===== src/rtl/spi_eng_pkg.sv =====
`timescale 1ns/1ps
package spi_eng_pkg;
  localparam int WORD_W   = 32;
  localparam int CNT_W    = $clog2(WORD_W + 1);
  localparam int NUM_CS   = 3;
  localparam int START_B  = 31;
  localparam int SEL_B    = 28;
  localparam int TERM_B   = 26;
  localparam int CNTF_W   = 7;
  localparam int IOC_CS_B = 16;
  localparam logic [WORD_W-1:0] IOC_RST = 32'h0007_0000;

  localparam int OFS_GATE = 'h00;
  localparam int OFS_DIVR = 'h04;
  localparam int OFS_PINS = 'h08;
  localparam int OFS_TXW  = 'h10;
  localparam int OFS_CMD  = 'h14;
  localparam int OFS_RXW  = 'h18;

  // bit count actually run for a count field (saturates at the word width)
  function automatic logic [CNT_W-1:0] eff_count(input logic [CNTF_W-1:0] f);
    if (f > CNTF_W'(WORD_W)) return CNT_W'(WORD_W);
    return f[CNT_W-1:0];
  endfunction

  // move the right-aligned N-bit field to the top so the first bit is the MSB
  function automatic logic [WORD_W-1:0] align_tx(input logic [WORD_W-1:0] w,
                                                 input logic [CNT_W-1:0] n);
    return w << (CNT_W'(WORD_W) - n);
  endfunction

  // lowest set request wins
  function automatic logic [NUM_CS-1:0] pick_cs(input logic [NUM_CS-1:0] req);
    logic [NUM_CS-1:0] g;
    g = '0;
    for (int i = NUM_CS - 1; i >= 0; i--) begin
      if (req[i]) g = NUM_CS'(1) << i;
    end
    return g;
  endfunction
endpackage


===== src/rtl/spi_eng_regs.sv =====
`timescale 1ns/1ps
module spi_eng_regs
  import spi_eng_pkg::*;
#(
  parameter int DIV_W  = 6,
  parameter int ADDR_W = 5
) (
  input  logic                clk,
  input  logic                rst_n,
  input  logic                bus_we,
  input  logic [ADDR_W-1:0]   bus_addr,
  input  logic [WORD_W-1:0]   bus_wdata,
  output logic [WORD_W-1:0]   bus_rdata,
  input  logic                busy,
  input  logic [WORD_W-1:0]   rx_word,
  output logic [DIV_W-1:0]    div,
  output logic [NUM_CS-1:0]   cs_idle,
  output logic [WORD_W-1:0]   tx_word,
  output logic                start,
  output logic [CNT_W-1:0]    start_cnt,
  output logic [NUM_CS-1:0]   start_sel,
  output logic                start_term,
  output logic                div_wr_req
);
  logic                gate_q;
  logic [DIV_W-1:0]    div_q;
  logic [WORD_W-1:0]   pins_q;
  logic [WORD_W-1:0]   txw_q;
  logic [NUM_CS-1:0]   cmd_sel_q;
  logic                cmd_term_q;
  logic [CNTF_W-1:0]   cmd_cnt_q;

  logic hit_gate, hit_div, hit_pins, hit_txw, hit_cmd, hit_rxw;
  logic wr_open, wr_idle;

  assign hit_gate = bus_addr == ADDR_W'(OFS_GATE);
  assign hit_div  = bus_addr == ADDR_W'(OFS_DIVR);
  assign hit_pins = bus_addr == ADDR_W'(OFS_PINS);
  assign hit_txw  = bus_addr == ADDR_W'(OFS_TXW);
  assign hit_cmd  = bus_addr == ADDR_W'(OFS_CMD);
  assign hit_rxw  = bus_addr == ADDR_W'(OFS_RXW);

  assign wr_open    = bus_we && gate_q;
  assign wr_idle    = wr_open && !busy;
  assign div_wr_req = wr_open && hit_div;

  assign start_cnt  = eff_count(bus_wdata[CNTF_W-1:0]);
  assign start_sel  = pick_cs(bus_wdata[SEL_B +: NUM_CS]);
  assign start_term = bus_wdata[TERM_B];
  assign start      = wr_idle && hit_cmd && bus_wdata[START_B] && (start_cnt != '0);

  always_ff @(posedge clk or negedge rst_n) begin
    if (!rst_n) begin
      gate_q     <= 1'b0;
      div_q      <= '0;
      pins_q     <= IOC_RST;
      txw_q      <= '0;
      cmd_sel_q  <= '0;
      cmd_term_q <= 1'b0;
      cmd_cnt_q  <= '0;
    end else begin
      if (bus_we && hit_gate) gate_q <= bus_wdata[0];
      if (wr_open && hit_pins) pins_q <= bus_wdata;
      if (wr_idle && hit_div)  div_q  <= bus_wdata[DIV_W-1:0];
      if (wr_idle && hit_txw)  txw_q  <= bus_wdata;
      if (wr_idle && hit_cmd) begin
        cmd_sel_q  <= bus_wdata[SEL_B +: NUM_CS];
        cmd_term_q <= bus_wdata[TERM_B];
        cmd_cnt_q  <= bus_wdata[CNTF_W-1:0];
      end
    end
  end

  assign div     = div_q;
  assign cs_idle = pins_q[IOC_CS_B +: NUM_CS];
  assign tx_word = txw_q;

  always_comb begin
    bus_rdata = '0;
    if (hit_gate) begin
      bus_rdata[0] = gate_q;
    end else if (gate_q) begin
      if (hit_div)  bus_rdata[DIV_W-1:0] = div_q;
      if (hit_pins) bus_rdata = pins_q;
      if (hit_txw)  bus_rdata = txw_q;
      if (hit_rxw)  bus_rdata = rx_word;
      if (hit_cmd) begin
        bus_rdata[START_B]            = busy;
        bus_rdata[SEL_B +: NUM_CS]    = cmd_sel_q;
        bus_rdata[TERM_B]             = cmd_term_q;
        bus_rdata[CNTF_W-1:0]         = cmd_cnt_q;
      end
    end
  end
endmodule


===== src/rtl/spi_eng_shifter.sv =====
`timescale 1ns/1ps
module spi_eng_shifter
  import spi_eng_pkg::*;
#(
  parameter int DIV_W = 6
) (
  input  logic                clk,
  input  logic                rst_n,
  input  logic [DIV_W-1:0]    div,
  input  logic                start,
  input  logic [CNT_W-1:0]    start_cnt,
  input  logic [NUM_CS-1:0]   start_sel,
  input  logic                start_term,
  input  logic [WORD_W-1:0]   tx_word,
  input  logic                miso,
  output logic                busy,
  output logic                sclk,
  output logic                mosi,
  output logic [NUM_CS-1:0]   cs_act,
  output logic [WORD_W-1:0]   rx_word,
  output logic                edge_rise,
  output logic                edge_fall,
  output logic                done
);
  logic                busy_q, sclk_q, term_q;
  logic [DIV_W-1:0]    half_q;
  logic [CNT_W-1:0]    left_q;
  logic [WORD_W-1:0]   tx_q, rx_q, rxw_q;
  logic [NUM_CS-1:0]   cs_q;
  logic                half_end;

  assign half_end  = busy_q && (half_q == div);
  assign edge_rise = half_end && !sclk_q;
  assign edge_fall = half_end && sclk_q;
  assign done      = edge_fall && (left_q == CNT_W'(1));

  always_ff @(posedge clk or negedge rst_n) begin
    if (!rst_n) begin
      busy_q <= 1'b0;
      sclk_q <= 1'b0;
      term_q <= 1'b0;
      half_q <= '0;
      left_q <= '0;
      tx_q   <= '0;
      rx_q   <= '0;
      rxw_q  <= '0;
      cs_q   <= '0;
    end else if (start) begin
      busy_q <= 1'b1;
      sclk_q <= 1'b0;
      half_q <= '0;
      left_q <= start_cnt;
      tx_q   <= align_tx(tx_word, start_cnt);
      rx_q   <= '0;
      cs_q   <= start_sel;
      term_q <= start_term;
    end else if (busy_q) begin
      if (half_end) begin
        half_q <= '0;
        if (edge_rise) begin
          sclk_q <= 1'b1;
          rx_q   <= {rx_q[WORD_W-2:0], miso};
        end else begin
          sclk_q <= 1'b0;
          tx_q   <= tx_q << 1;
          left_q <= left_q - CNT_W'(1);
          if (done) begin
            busy_q <= 1'b0;
            rxw_q  <= rx_q;
            if (term_q) cs_q <= '0;
          end
        end
      end else begin
        half_q <= half_q + DIV_W'(1);
      end
    end
  end

  assign busy    = busy_q;
  assign sclk    = sclk_q;
  assign mosi    = busy_q && tx_q[WORD_W-1];
  assign cs_act  = cs_q;
  assign rx_word = rxw_q;
endmodule


===== src/rtl/spi_shift_engine.sv =====
`timescale 1ns/1ps
module spi_shift_engine
  import spi_eng_pkg::*;
#(
  parameter int DIV_W  = 6,
  parameter int ADDR_W = 5
) (
  input  logic              clk,
  input  logic              rst_n,
  input  logic              bus_we,
  input  logic [ADDR_W-1:0] bus_addr,
  input  logic [31:0]       bus_wdata,
  output logic [31:0]       bus_rdata,
  output logic              spi_sclk,
  output logic              spi_mosi,
  input  logic              spi_miso,
  output logic [2:0]        spi_cs_n
);
  logic [DIV_W-1:0]  div;
  logic [NUM_CS-1:0] cs_idle, start_sel, cs_act;
  logic [WORD_W-1:0] tx_word, rx_word;
  logic [CNT_W-1:0]  start_cnt;
  logic start, start_term, div_wr_req, busy, edge_rise, edge_fall, done;

  spi_eng_regs #(.DIV_W(DIV_W), .ADDR_W(ADDR_W)) u_regs (
    .clk(clk), .rst_n(rst_n),
    .bus_we(bus_we), .bus_addr(bus_addr), .bus_wdata(bus_wdata), .bus_rdata(bus_rdata),
    .busy(busy), .rx_word(rx_word),
    .div(div), .cs_idle(cs_idle), .tx_word(tx_word),
    .start(start), .start_cnt(start_cnt), .start_sel(start_sel),
    .start_term(start_term), .div_wr_req(div_wr_req)
  );

  spi_eng_shifter #(.DIV_W(DIV_W)) u_shift (
    .clk(clk), .rst_n(rst_n), .div(div),
    .start(start), .start_cnt(start_cnt), .start_sel(start_sel), .start_term(start_term),
    .tx_word(tx_word), .miso(spi_miso),
    .busy(busy), .sclk(spi_sclk), .mosi(spi_mosi), .cs_act(cs_act), .rx_word(rx_word),
    .edge_rise(edge_rise), .edge_fall(edge_fall), .done(done)
  );

  for (genvar i = 0; i < NUM_CS; i++) begin : g_cs
    assign spi_cs_n[i] = cs_act[i] ? 1'b0 : cs_idle[i];
  end
endmodule


===== config.mk =====
export PLATFORM = sky130hd
export DESIGN_NAME = spi_shift_engine
export DESIGN_NICKNAME = d
export VERILOG_FILES = /design/src/rtl/spi_eng_pkg.sv /design/src/rtl/spi_eng_regs.sv /design/src/rtl/spi_eng_shifter.sv /design/src/rtl/spi_shift_engine.sv
export SDC_FILE = /design/constraint.sdc
export NUM_CORES = 1
export LEC_CHECK = 0
export BUFFER_PORTS_ARGS = -buffer_cell sky130_fd_sc_hd__buf_2
export CAP_MARGIN = 20
export CORE_ASPECT_RATIO = 0.7
export CORE_MARGIN = 2
export CORE_UTILIZATION = 60
export CTS_BUF_LIST = sky130_fd_sc_hd__clkbuf_8
export DETAILED_ROUTE_END_ITERATION = 7
export MAX_ROUTING_LAYER = met4
export PLACE_DENSITY = 0.78
export SLEW_MARGIN = 20
export SYNTH_ARGS = -nofsm -noshare
export SYNTH_HDL_FRONTEND = slang
export SYNTH_SLANG_ARGS = --single-unit

===== constraint.sdc =====
create_clock -name clk -period 2.4 [get_ports clk]
set_input_delay 0 -clock clk [delete_from_list [all_inputs] [get_ports clk]]
set_output_delay 0 -clock clk [all_outputs]
set_load 0.005 [all_outputs]

==> run metrics <==
Antenna Cells 0; Initial Util 62.0%; Die ar. 20000 um2; synthesized area 11300 um2; largest net degree at the start of global routing 74; Fmax achieved 0.433 GHz; top_reg_cell synth dfrtp_1; DRC violations left 0; final core utilization 75.2%; # setup viols final 0; total CTS buffers 17; P per Cell Area 489 nW/um2; final std cells w/o fill 1602; LEAKAGE 6.51 nW; initial DRC count 1496; TNS Setup 0 ns; synth unique cells 77; status completed; Worst VDD drop 0.580 mV; TritonCTS clock tree done; initial antenna violation count 0; Clock Skew 0.0167 ns; Pwr Total 0.00672 W; RePlAce Congestion 1.04; CORE AREA 18300 um2; clock latency on the worst-skew pair 0.50 ns; WL final 36.8 mm; clk sinks 196; clock root buffer clkbuf_8; DR vias 10524; vias in the first global route 10196; Endpoint, Worst Hold u_regs.pins_q[5]; Worst-path clk slew 0.10 ns; Worst Hold Class in2reg; Critical R2R Launch u_regs.tx_word[4]; Worst R2R Path Depth 8; asr flop ratio synth 100%; Area growth syn-to-layout 21.3%; fillers 1240; post-route cell area 13700 um2; kind of critical path in2reg; die span in x 168 um; YS warnings 0; Post-DP Area 12900 um2; Sequential cell area 4910 um2; Routed wire per std cell 23.0 um; maximum capacitance violations 0; Hold Fails Final Rpt 0; R2R Path End u_shift.tx_q[25]; Seq/Total Area, Yosys 43.3%; startpoint types input port; CTS max path bufs 2; Nets 1398; register bit total from synthesis 196; crit share post-route 96.1%; placed cell count 1534; input/output buffers 77; min cycle time layout 2.31 ns; Post-DP HPWL 26.1 mm; count of pins over their slew limit 0; gate count after technology mapping 1179; Worst Tran Pin Value 0.641 ns; worst-path fanout max 18; CP required 2.78 ns; RSZ-0062 raised after global routing false; CP endpoint kind register; H-tree Lvls 4; Rel. slew slack 57.3%; WP data arrival 2.69 ns; Pre-Repair DR Iteration Count 6; top-level I/O count 78; vias per cell 6.57; syn_nets 1224; Die Y 119 um; syn avg cell area 9.61 um2; CP Launch Point bus_wdata[2]; Multi-input gate area 6130 um2; Routed Antenna Nets 0; Row Count 41; gr usage total 38.7%; first-pass GRT wire length 57.6 mm; Post-synth EDFFs 0; share of post-route cells with drive strength above 1 30.9%; hold depth 3; min-delay src bus_wdata[5]; grt ovf 0; reg2reg setup slack 0.09 ns
[power by group]
group	internal, W	switching, W
Clock	0.00111	0.00129
Combinational	0.000391	0.000523
Sequential	0.00337	0.0000458
Total	0.00487	0.00186
[per-stage QoR]
stage | hold slack, ns | setup slack, ns
after floorplan | -0.296 | -0.173
after global placement | 0.0650 | -0.169
after detailed placement | 0.0690 | -0.211
after CTS | 0.00733 | 0.0172
after global routing | 0.0293 | 0.0130
final | 0.0407 | 0.0927
[cell usage in the layout (no fill, tap or decap), types with 7 or more instances in the layout]
master           n
dfrtp_1        192
nand2_1        159
buf_4          127
mux2_2         120
nor2_1         109
buf_2           75
o21ai_0         69
a21oi_1         60
nand3_1         48
mux2i_1         40
dlygate4sd3_1   35
a22o_1          22
clkbuf_8        20
o211ai_1        14
mux4_2          13
inv_1           12
nor2b_1         12
o21a_1          12
a222oi_1        11
a211oi_1        11
buf_12          11
nor3_1          10
and2_1           8
a22oi_1          8
a21o_1           7
xor2_1           7
[synth_stat cells, types with 12 or more instances]
cell type	number	area, um2
a21oi_1	60	300
a22o_1	22	193
mux2i_1	40	400
mux4_2	13	293
clkbuf_1	75	282
dfrtp_1	193	4830
a211oi_1	13	97.6
o21a_1	12	90.1
o21ai_0	73	365
mux2_2	120	1350
nand2_1	163	612
nor2b_1	12	75.1
nor2_1	112	420
nand3_1	49	245
o211ai_1	14	105
[worst max-delay path by stage]
stage,endpoint
6_report,u_shift.tx_q[28]
5_1_grt,u_shift.tx_q[31]
4_1_cts,u_shift.tx_q[3]
3_5_place_dp,u_shift.tx_q[14]
3_3_place_gp,u_shift.tx_q[27]
2_1_floorplan,u_shift.tx_q[31]
[logic make-up (layout without fill, tap and decap cells)]
logic type               after synthesis  in the layout  share of synthesized area, %
XOR/XNOR                              15             15                          1.23
AND/OR/NAND/NOR                      400            400                          16.1
multiplexers                         174            174                          18.2
AO/OA/AOI/OAI                        283            283                          16.9
flip-flops                           196            196                          43.3
buffers and inverters                107            294                          3.79
adder cells (fa/ha/maj)                4              4                         0.442
[registers in the layout, summed over array words and instances, names as in the netlist]
register and flops:
u_regs.pins_q 32, u_regs.tx_word 32, u_shift.rx_q 32, u_shift.rx_word 32, u_shift.tx_q 32, u_regs.cmd_cnt_q 7, u_regs.div 6, u_shift.half_q 6
u_shift.left_q 6, u_regs.cmd_sel_q 3, u_shift.cs_act 3, u_regs.cmd_term_q 1, u_regs.gate_q 1, u_shift.busy 1, u_shift.sclk 1, u_shift.term_q 1
[metal layers]
| layer | global-route usage, % | vias to the layer above | routed length (um) |
|---|---|---|---|
| li1 | - | 4632 | - |
| met1 | 54.5 | 5160 | 15800 |
| met2 | 55.3 | 664 | 16000 |
| met3 | 10.4 | 68 | 4170 |
| met4 | 11.0 | 0 | 829 |
| met5 | - | - | 0 |
[layout make-up]
cell class	count	area share (%)
Clock buffer	19	1.90
Multi-Input combinational cell	876	44.6
Tap cell	236	2.15
Sequential cell	196	35.7
Inverter	12	0.337
Clock inverter	13	1.25
Timing Repair Buffer	250	14.0
[critical path, cell delays in order]
cell and delay [ns]:
dlygate4sd3_1 0.52, clkbuf_4 0.20, nor3b_4 0.32, xnor2_4 0.19
buf_12 0.21, buf_4 0.17, a21oi_1 0.07, o21bai_1 0.34
or3_1 0.16, a31oi_1 0.12, o32a_1 0.38
[repair_timing]
action / CTS / global route
hold endpoints to repair: 211 / 0
endpoints found under the setup margin: 0 / 63
setup buffers: 0 / 1
hold buffers: 35 / 0
resized for setup: 0 / 7
Power figures use the tool's default switching activity.
